### config.mk
export PLATFORM = sky130hd
export DESIGN_NAME = sdiv_clkdiv_sync
export DESIGN_NICKNAME = d
export VERILOG_FILES = /design/src/rtl/sdiv_pkg.sv /design/src/rtl/sdiv_sync_edge.sv /design/src/rtl/sdiv_ctrl_regs.sv /design/src/rtl/sdiv_counter.sv /design/src/rtl/sdiv_clkdiv_sync.sv
export SDC_FILE = /design/constraint.sdc
export NUM_CORES = 1
export LEC_CHECK = 0
export BUFFER_PORTS_ARGS = -buffer_cell sky130_fd_sc_hd__buf_4
export CAP_MARGIN = 20
export CELL_PAD_IN_SITES_DETAIL_PLACEMENT = 0
export CELL_PAD_IN_SITES_GLOBAL_PLACEMENT = 2
export CORE_MARGIN = 2
export CORE_UTILIZATION = 32
export CTS_BUF_LIST = sky130_fd_sc_hd__clkbuf_2 sky130_fd_sc_hd__clkbuf_4 sky130_fd_sc_hd__clkbuf_8
export CTS_CLUSTER_SIZE = 14
export DETAILED_ROUTE_END_ITERATION = 8
export PLACE_DENSITY = 0.83
export SYNTH_ARGS = -nofsm -noshare
export SYNTH_HDL_FRONTEND = slang
export SYNTH_HIERARCHICAL = 1
export SYNTH_SLANG_ARGS = --single-unit
### constraint.sdc
create_clock -name clk -period 1.6 [get_ports clk]
set_input_delay 0.32 -clock clk [delete_from_list [all_inputs] [get_ports clk]]
set_output_delay 0.32 -clock clk [all_outputs]
set_load 0.01 [all_outputs]
### src/rtl/sdiv_pkg.sv
package sdiv_pkg;

   // Bit positions of the control fields in the readback and write word
   localparam int CTRL_MASTER_POS  = 0;
   localparam int CTRL_DIVEN_POS   = 1;
   localparam int CTRL_ONESHOT_POS = 2;
   localparam int CTRL_BITS        = 3;

   // Write target select values
   localparam logic SEL_CTRL  = 1'b0;
   localparam logic SEL_RATIO = 1'b1;

   typedef struct packed {
      logic oneshot;
      logic div_en;
      logic master;
   } sdiv_ctrl_t;

endpackage

### src/rtl/sdiv_sync_edge.sv
module sdiv_sync_edge #(
   parameter int STAGES = 2
) (
   input  logic clk,
   input  logic rst_n,
   input  logic async_in,
   output logic rise
);

   localparam int CHAIN_W = STAGES + 1;

   logic [CHAIN_W-1:0] chain;

   generate
      if (STAGES < 2) begin : g_bad_stages
         $error("sdiv_sync_edge: STAGES must be at least 2");
      end
   endgenerate

   always_ff @(posedge clk or negedge rst_n) begin
      if (!rst_n) chain[0] <= 1'b0;
      else        chain[0] <= async_in;
   end

   genvar gi;
   generate
      for (gi = 1; gi < CHAIN_W; gi++) begin : g_stage
         always_ff @(posedge clk or negedge rst_n) begin
            if (!rst_n) chain[gi] <= 1'b0;
            else        chain[gi] <= chain[gi-1];
         end
      end
   endgenerate

   // the last stage only holds the previous synchronised level
   assign rise = chain[STAGES-1] & ~chain[STAGES];


   rise_single_chk: assert property (@(posedge clk) disable iff (!rst_n)
      rise |=> !rise);

endmodule

### src/rtl/sdiv_ctrl_regs.sv
module sdiv_ctrl_regs
   import sdiv_pkg::*;
#(
   parameter int DATA_W  = 8,
   parameter int CNT_W   = 3,
   parameter int DIV_MAX = 8
) (
   input  logic              clk,
   input  logic              rst_n,
   input  logic              we,
   input  logic              sel,
   input  logic [DATA_W-1:0] wdata,
   input  logic              sync_evt,
   output logic [CNT_W-1:0]  ratio_m1,
   output logic              accept,
   output logic [DATA_W-1:0] rdata
);

   localparam logic [CNT_W-1:0] RATIO_TOP = CNT_W'(DIV_MAX - 1);

   sdiv_ctrl_t       ctrl_q;
   logic             ctrl_wr;
   logic             ratio_wr;
   logic [CNT_W-1:0] ratio_code;

   assign ctrl_wr  = we && (sel == SEL_CTRL);
   assign ratio_wr = we && (sel == SEL_RATIO);

   // a sync event passes only through both permits
   assign accept = sync_evt & ctrl_q.master & ctrl_q.div_en;

   always_ff @(posedge clk or negedge rst_n) begin
      if (!rst_n) begin
         ctrl_q <= '0;
      end else if (ctrl_wr) begin
         ctrl_q.master  <= wdata[CTRL_MASTER_POS];
         ctrl_q.div_en  <= wdata[CTRL_DIVEN_POS];
         ctrl_q.oneshot <= wdata[CTRL_ONESHOT_POS];
      end else if (accept && ctrl_q.oneshot) begin
         ctrl_q.div_en <= 1'b0;
      end
   end

   // ratio code width depends on whether DIV_MAX fills the counter range
   generate
      if (DIV_MAX == (1 << CNT_W)) begin : g_ratio_full
         assign ratio_code = wdata[CNT_W-1:0];
      end else begin : g_ratio_clip
         assign ratio_code = (wdata[CNT_W-1:0] > RATIO_TOP) ? RATIO_TOP
                                                            : wdata[CNT_W-1:0];
      end
   endgenerate

   always_ff @(posedge clk or negedge rst_n) begin
      if (!rst_n)        ratio_m1 <= '0;
      else if (ratio_wr) ratio_m1 <= ratio_code;
   end

   generate
      if (DATA_W > CTRL_BITS) begin : g_rd_pad
         assign rdata = {{(DATA_W-CTRL_BITS){1'b0}}, ctrl_q};
      end else begin : g_rd_exact
         assign rdata = ctrl_q;
      end
   endgenerate


   oneshot_clear_chk: assert property (@(posedge clk) disable iff (!rst_n)
      (accept && ctrl_q.oneshot && !ctrl_wr) |=> !ctrl_q.div_en);


   write_wins_chk: assert property (@(posedge clk) disable iff (!rst_n)
      ctrl_wr |=> (rdata[CTRL_BITS-1:0] == $past(wdata[CTRL_BITS-1:0])));


   permit_hold_chk: assert property (@(posedge clk) disable iff (!rst_n)
      (!ctrl_q.div_en && !ctrl_wr) |=> !ctrl_q.div_en);

endmodule

### src/rtl/sdiv_counter.sv
module sdiv_counter #(
   parameter int CNT_W = 3
) (
   input  logic             clk,
   input  logic             rst_n,
   input  logic [CNT_W-1:0] ratio_m1,
   input  logic             realign,
   output logic             ce
);

   logic [CNT_W-1:0] cnt;
   logic             wrap;

   // >= so that a ratio lowered below the count still wraps at once
   assign wrap = (cnt >= ratio_m1);

   always_ff @(posedge clk or negedge rst_n) begin
      if (!rst_n) begin
         cnt <= '0;
         ce  <= 1'b0;
      end else if (realign) begin
         cnt <= '0;
         ce  <= 1'b0;
      end else if (wrap) begin
         cnt <= '0;
         ce  <= 1'b1;
      end else begin
         cnt <= cnt + 1'b1;
         ce  <= 1'b0;
      end
   end


   realign_chk: assert property (@(posedge clk) disable iff (!rst_n)
      realign |=> (!ce && cnt == '0));


   ce_gap_chk: assert property (@(posedge clk) disable iff (!rst_n)
      (ce && ratio_m1 != '0) |=> !ce);


   wrap_chk: assert property (@(posedge clk) disable iff (!rst_n)
      (cnt > ratio_m1) |=> (cnt == '0));

endmodule

### src/rtl/sdiv_clkdiv_sync.sv
module sdiv_clkdiv_sync #(
   parameter int DATA_W      = 8,
   parameter int DIV_MAX     = 8,
   parameter int SYNC_STAGES = 2
) (
   input  logic              clk,
   input  logic              rst_n,
   input  logic              sync_in,
   input  logic              reg_we,
   input  logic              reg_sel,
   input  logic [DATA_W-1:0] reg_wdata,
   output logic [DATA_W-1:0] ctrl_rdata,
   output logic              div_ce
);

   localparam int CNT_W = (DIV_MAX > 1) ? $clog2(DIV_MAX) : 1;

   generate
      if (DIV_MAX < 2) begin : g_bad_div
         $error("sdiv_clkdiv_sync: DIV_MAX must be at least 2");
      end
      if (DATA_W < sdiv_pkg::CTRL_BITS || DATA_W < CNT_W) begin : g_bad_data
         $error("sdiv_clkdiv_sync: DATA_W too narrow for control or ratio");
      end
   endgenerate

   logic             sync_evt;
   logic             accept;
   logic [CNT_W-1:0] ratio_m1;

   sdiv_sync_edge #(
      .STAGES (SYNC_STAGES)
   ) u_sync (
      .clk      (clk),
      .rst_n    (rst_n),
      .async_in (sync_in),
      .rise     (sync_evt)
   );

   sdiv_ctrl_regs #(
      .DATA_W  (DATA_W),
      .CNT_W   (CNT_W),
      .DIV_MAX (DIV_MAX)
   ) u_regs (
      .clk      (clk),
      .rst_n    (rst_n),
      .we       (reg_we),
      .sel      (reg_sel),
      .wdata    (reg_wdata),
      .sync_evt (sync_evt),
      .ratio_m1 (ratio_m1),
      .accept   (accept),
      .rdata    (ctrl_rdata)
   );

   sdiv_counter #(
      .CNT_W (CNT_W)
   ) u_cnt (
      .clk      (clk),
      .rst_n    (rst_n),
      .ratio_m1 (ratio_m1),
      .realign  (accept),
      .ce       (div_ce)
   );


   master_gate_chk: assert property (@(posedge clk) disable iff (!rst_n)
      (sync_evt && !ctrl_rdata[sdiv_pkg::CTRL_MASTER_POS]) |-> !accept);

endmodule

==> flow_summary.ini <==
[timing]
rsz0062_at_grt = false
final_max_slew_viol_count = 0
finalClockSkew_ps = 0.617
period_needed_ps = 1260
timing.final.hold_violations = 0
clock.fmax_ghz = 0.795
tns_ps = 0
setup_viol_count_final = 0
post-route-period-util = 0.786

[layout]
final_common_cell = dfrtp_1
fill_cells = 199
seq_area_um2 = 325
synthToLayoutAreaGrowth_pct = 21.2
diodes = 0
utilization = 0.403
nets = 81
final_cell_mix = 13 x dfrtp_1, 11 x buf_4, 5 x conb_1
multi_input_area_um2 = 269
drive_above_1_share = 0.429

[synthesis]
synthSimpleGateAreaFrac = 0.162
synth_compound_area_frac = 0.0337
synth.distinct_cells = 19
syn_inst = 48
synth_top_family_by_area = simple AND/OR/NAND/NOR gates
ys_seq_area_frac = 0.515
netlist_area_um2 = 632
synth_fa_ha_area_frac = 0.0792
synth_ff_type = dfrtp_1
yosysTopAreaCell = dfrtp_1
synth_xor_area_frac = 0.0139
synth_warnings = 6
synth_edf_count = 0
synth.area.top_cells = dfrtp_1 51%, ha_1 7.9%, mux2_4 7.1%
synth.ff_latch_count = 13
synthArstFlopShare = 1.00
synth_top_area_share = 0.515
synth_mux_area_frac = 0.107
syn_avg_cell_area_um2 = 13.2

[power]
p_leak_nw = 0.392
power.density_nw_per_um2 = 1260
ir_drop_mv = 0.469

[grt]
grt_overflow = 0
grt_max_degree = 14
grt_pass1_vias = 416
grt_pass1_wl_um = 1680
grt_usage = 0.0940
antenna_found_initial = 0

[cts]
cts_buffer_depth = 2
hold_buffers = 1
cts_setup_buffers = 0
cts_tree = done
cts-root-buf = clkbuf_4
clkTransAtPathRegs_ps = 70
insertion_delay_ps = 270
cts.sinks = 13
h-tree-depth = 1
cts-resized-gates = 0
numCtsBuffers = 3

[place]
gp_congestion = 0.644
dp_hpwl_um = 712
port-buffer-count = 11

[floorplan]
design.die.area_um2 = 2350
std_cell_rows = 16
core_um2 = 1900
io_pins = 22
die_y_um = 48.4
start_util = 0.332
die_x_um = 48.4

[detailed_routing]
drt_iter0_markers = 1
drt-total-wl_um = 904
avgViaCountPerCell = 4.07
ant_nets = 0
vias = 366
wl_per_cell_um = 10.0
firstDrtPassIters = 2
drc_errors = 0

[outcome]
status = finished, final reports clean

[setup_path]
cp.required_ps = 1760
crit_arrival_ps = 1420
end_kind = flip-flop
cp_max_fo = 4
crit_type = reg2reg
cp-start-kind = flip-flop

[worst_hold_path]
hp-class = in2reg

[run]
max-cap-violations = 0
[synth_stat cells, types with 2 or more instances]
| cell | instances |
|---|---|
| and3_1 | 2 |
| buf_4 | 5 |
| dfrtp_1 | 13 |
| ha_1 | 4 |
| inv_1 | 4 |
| mux2_2 | 2 |
| mux2_4 | 3 |
| nor2b_4 | 3 |
| nor3_1 | 2 |
[kinds of logic after synthesis]
| kind of cell | count (synthesis) |
|---|---|
| compound gates | 3 |
| xor+xnor | 1 |
| fa+ha+maj | 4 |
| buf+inv | 9 |
| flops | 13 |
| mux | 5 |
| other cells | 1 |
| simple gates | 12 |
[worst paths after layout]
check / endpoint / cells past startpoint / slack [ps] / startpoint
setup / recovery: u_cnt/ce / 5 / 340 / u_regs/ratio_m1[2]
hold / removal: u_sync/chain[0] / 1 / 150 / sync_in
setup reg to reg: u_cnt/ce / 5 / 340 / u_regs/ratio_m1[2]
hold reg to reg: u_sync/chain[1] / 0 / 350 / u_sync/chain[0]
max in group asynchronous: u_cnt/ce / 2 / 1020 / rst_n
min in group asynchronous: u_regs/ratio_m1[2] / 2 / 430 / rst_n
[power by group]
group / total [W] / internal, W / leakage [nW] / switching [W]
combinational: 0.000309 / 0.000174 / 0.217 / 0.000135
clock: 0.000212 / 0.000113 / 0.0184 / 0.0000988
sequential: 0.000440 / 0.000398 / 0.157 / 0.0000419
[metrics by stage]
stage	area [um2]	cells	total power, W	setup slack [ps]	hold slack, ps
final	766	90	0.000961	343	153
after global routing	766	90	0.00105	205	132
after CTS	766	90	0.000982	332	140
after detailed placement	726	85	0.000761	341	172
after global placement	726	85	0.000750	340	172
after floorplan	647	52	0.000673	403	24.4
[sequential cells by signal, indices dropped and copies added (netlist names)]
| register | flops |
|---|---|
| u_sync/chain | 3 |
| u_regs/ratio_m1 | 3 |
| u_cnt/cnt | 3 |
| u_regs/rdata | 3 |
| u_cnt/ce | 1 |
[critical path: stages (launching register included)]
cell and delay, ps:
dfrtp_1 350, inv_1 50, ha_1 290, a21oi_1 160, o21ai_2 100, and2b_2 200
[area by class of cell]
cell class / instances / area share
inverters: 4 / 0.0196
multi-input cells: 30 / 0.351
repair buffers: 12 / 0.121
clock buffers: 4 / 0.0392
well taps: 27 / 0.0441
flip-flops and latches: 13 / 0.425
[metal layers]
layer	vias up	track usage	share of wire
li1	182	-	-
met1	176	0.112	0.46
met2	8	0.150	0.50
met3	0	0.0278	0.046
met4	0	0.0571	0
met5	-	0	0
Note: power is estimated with default switching activity, not from simulation.
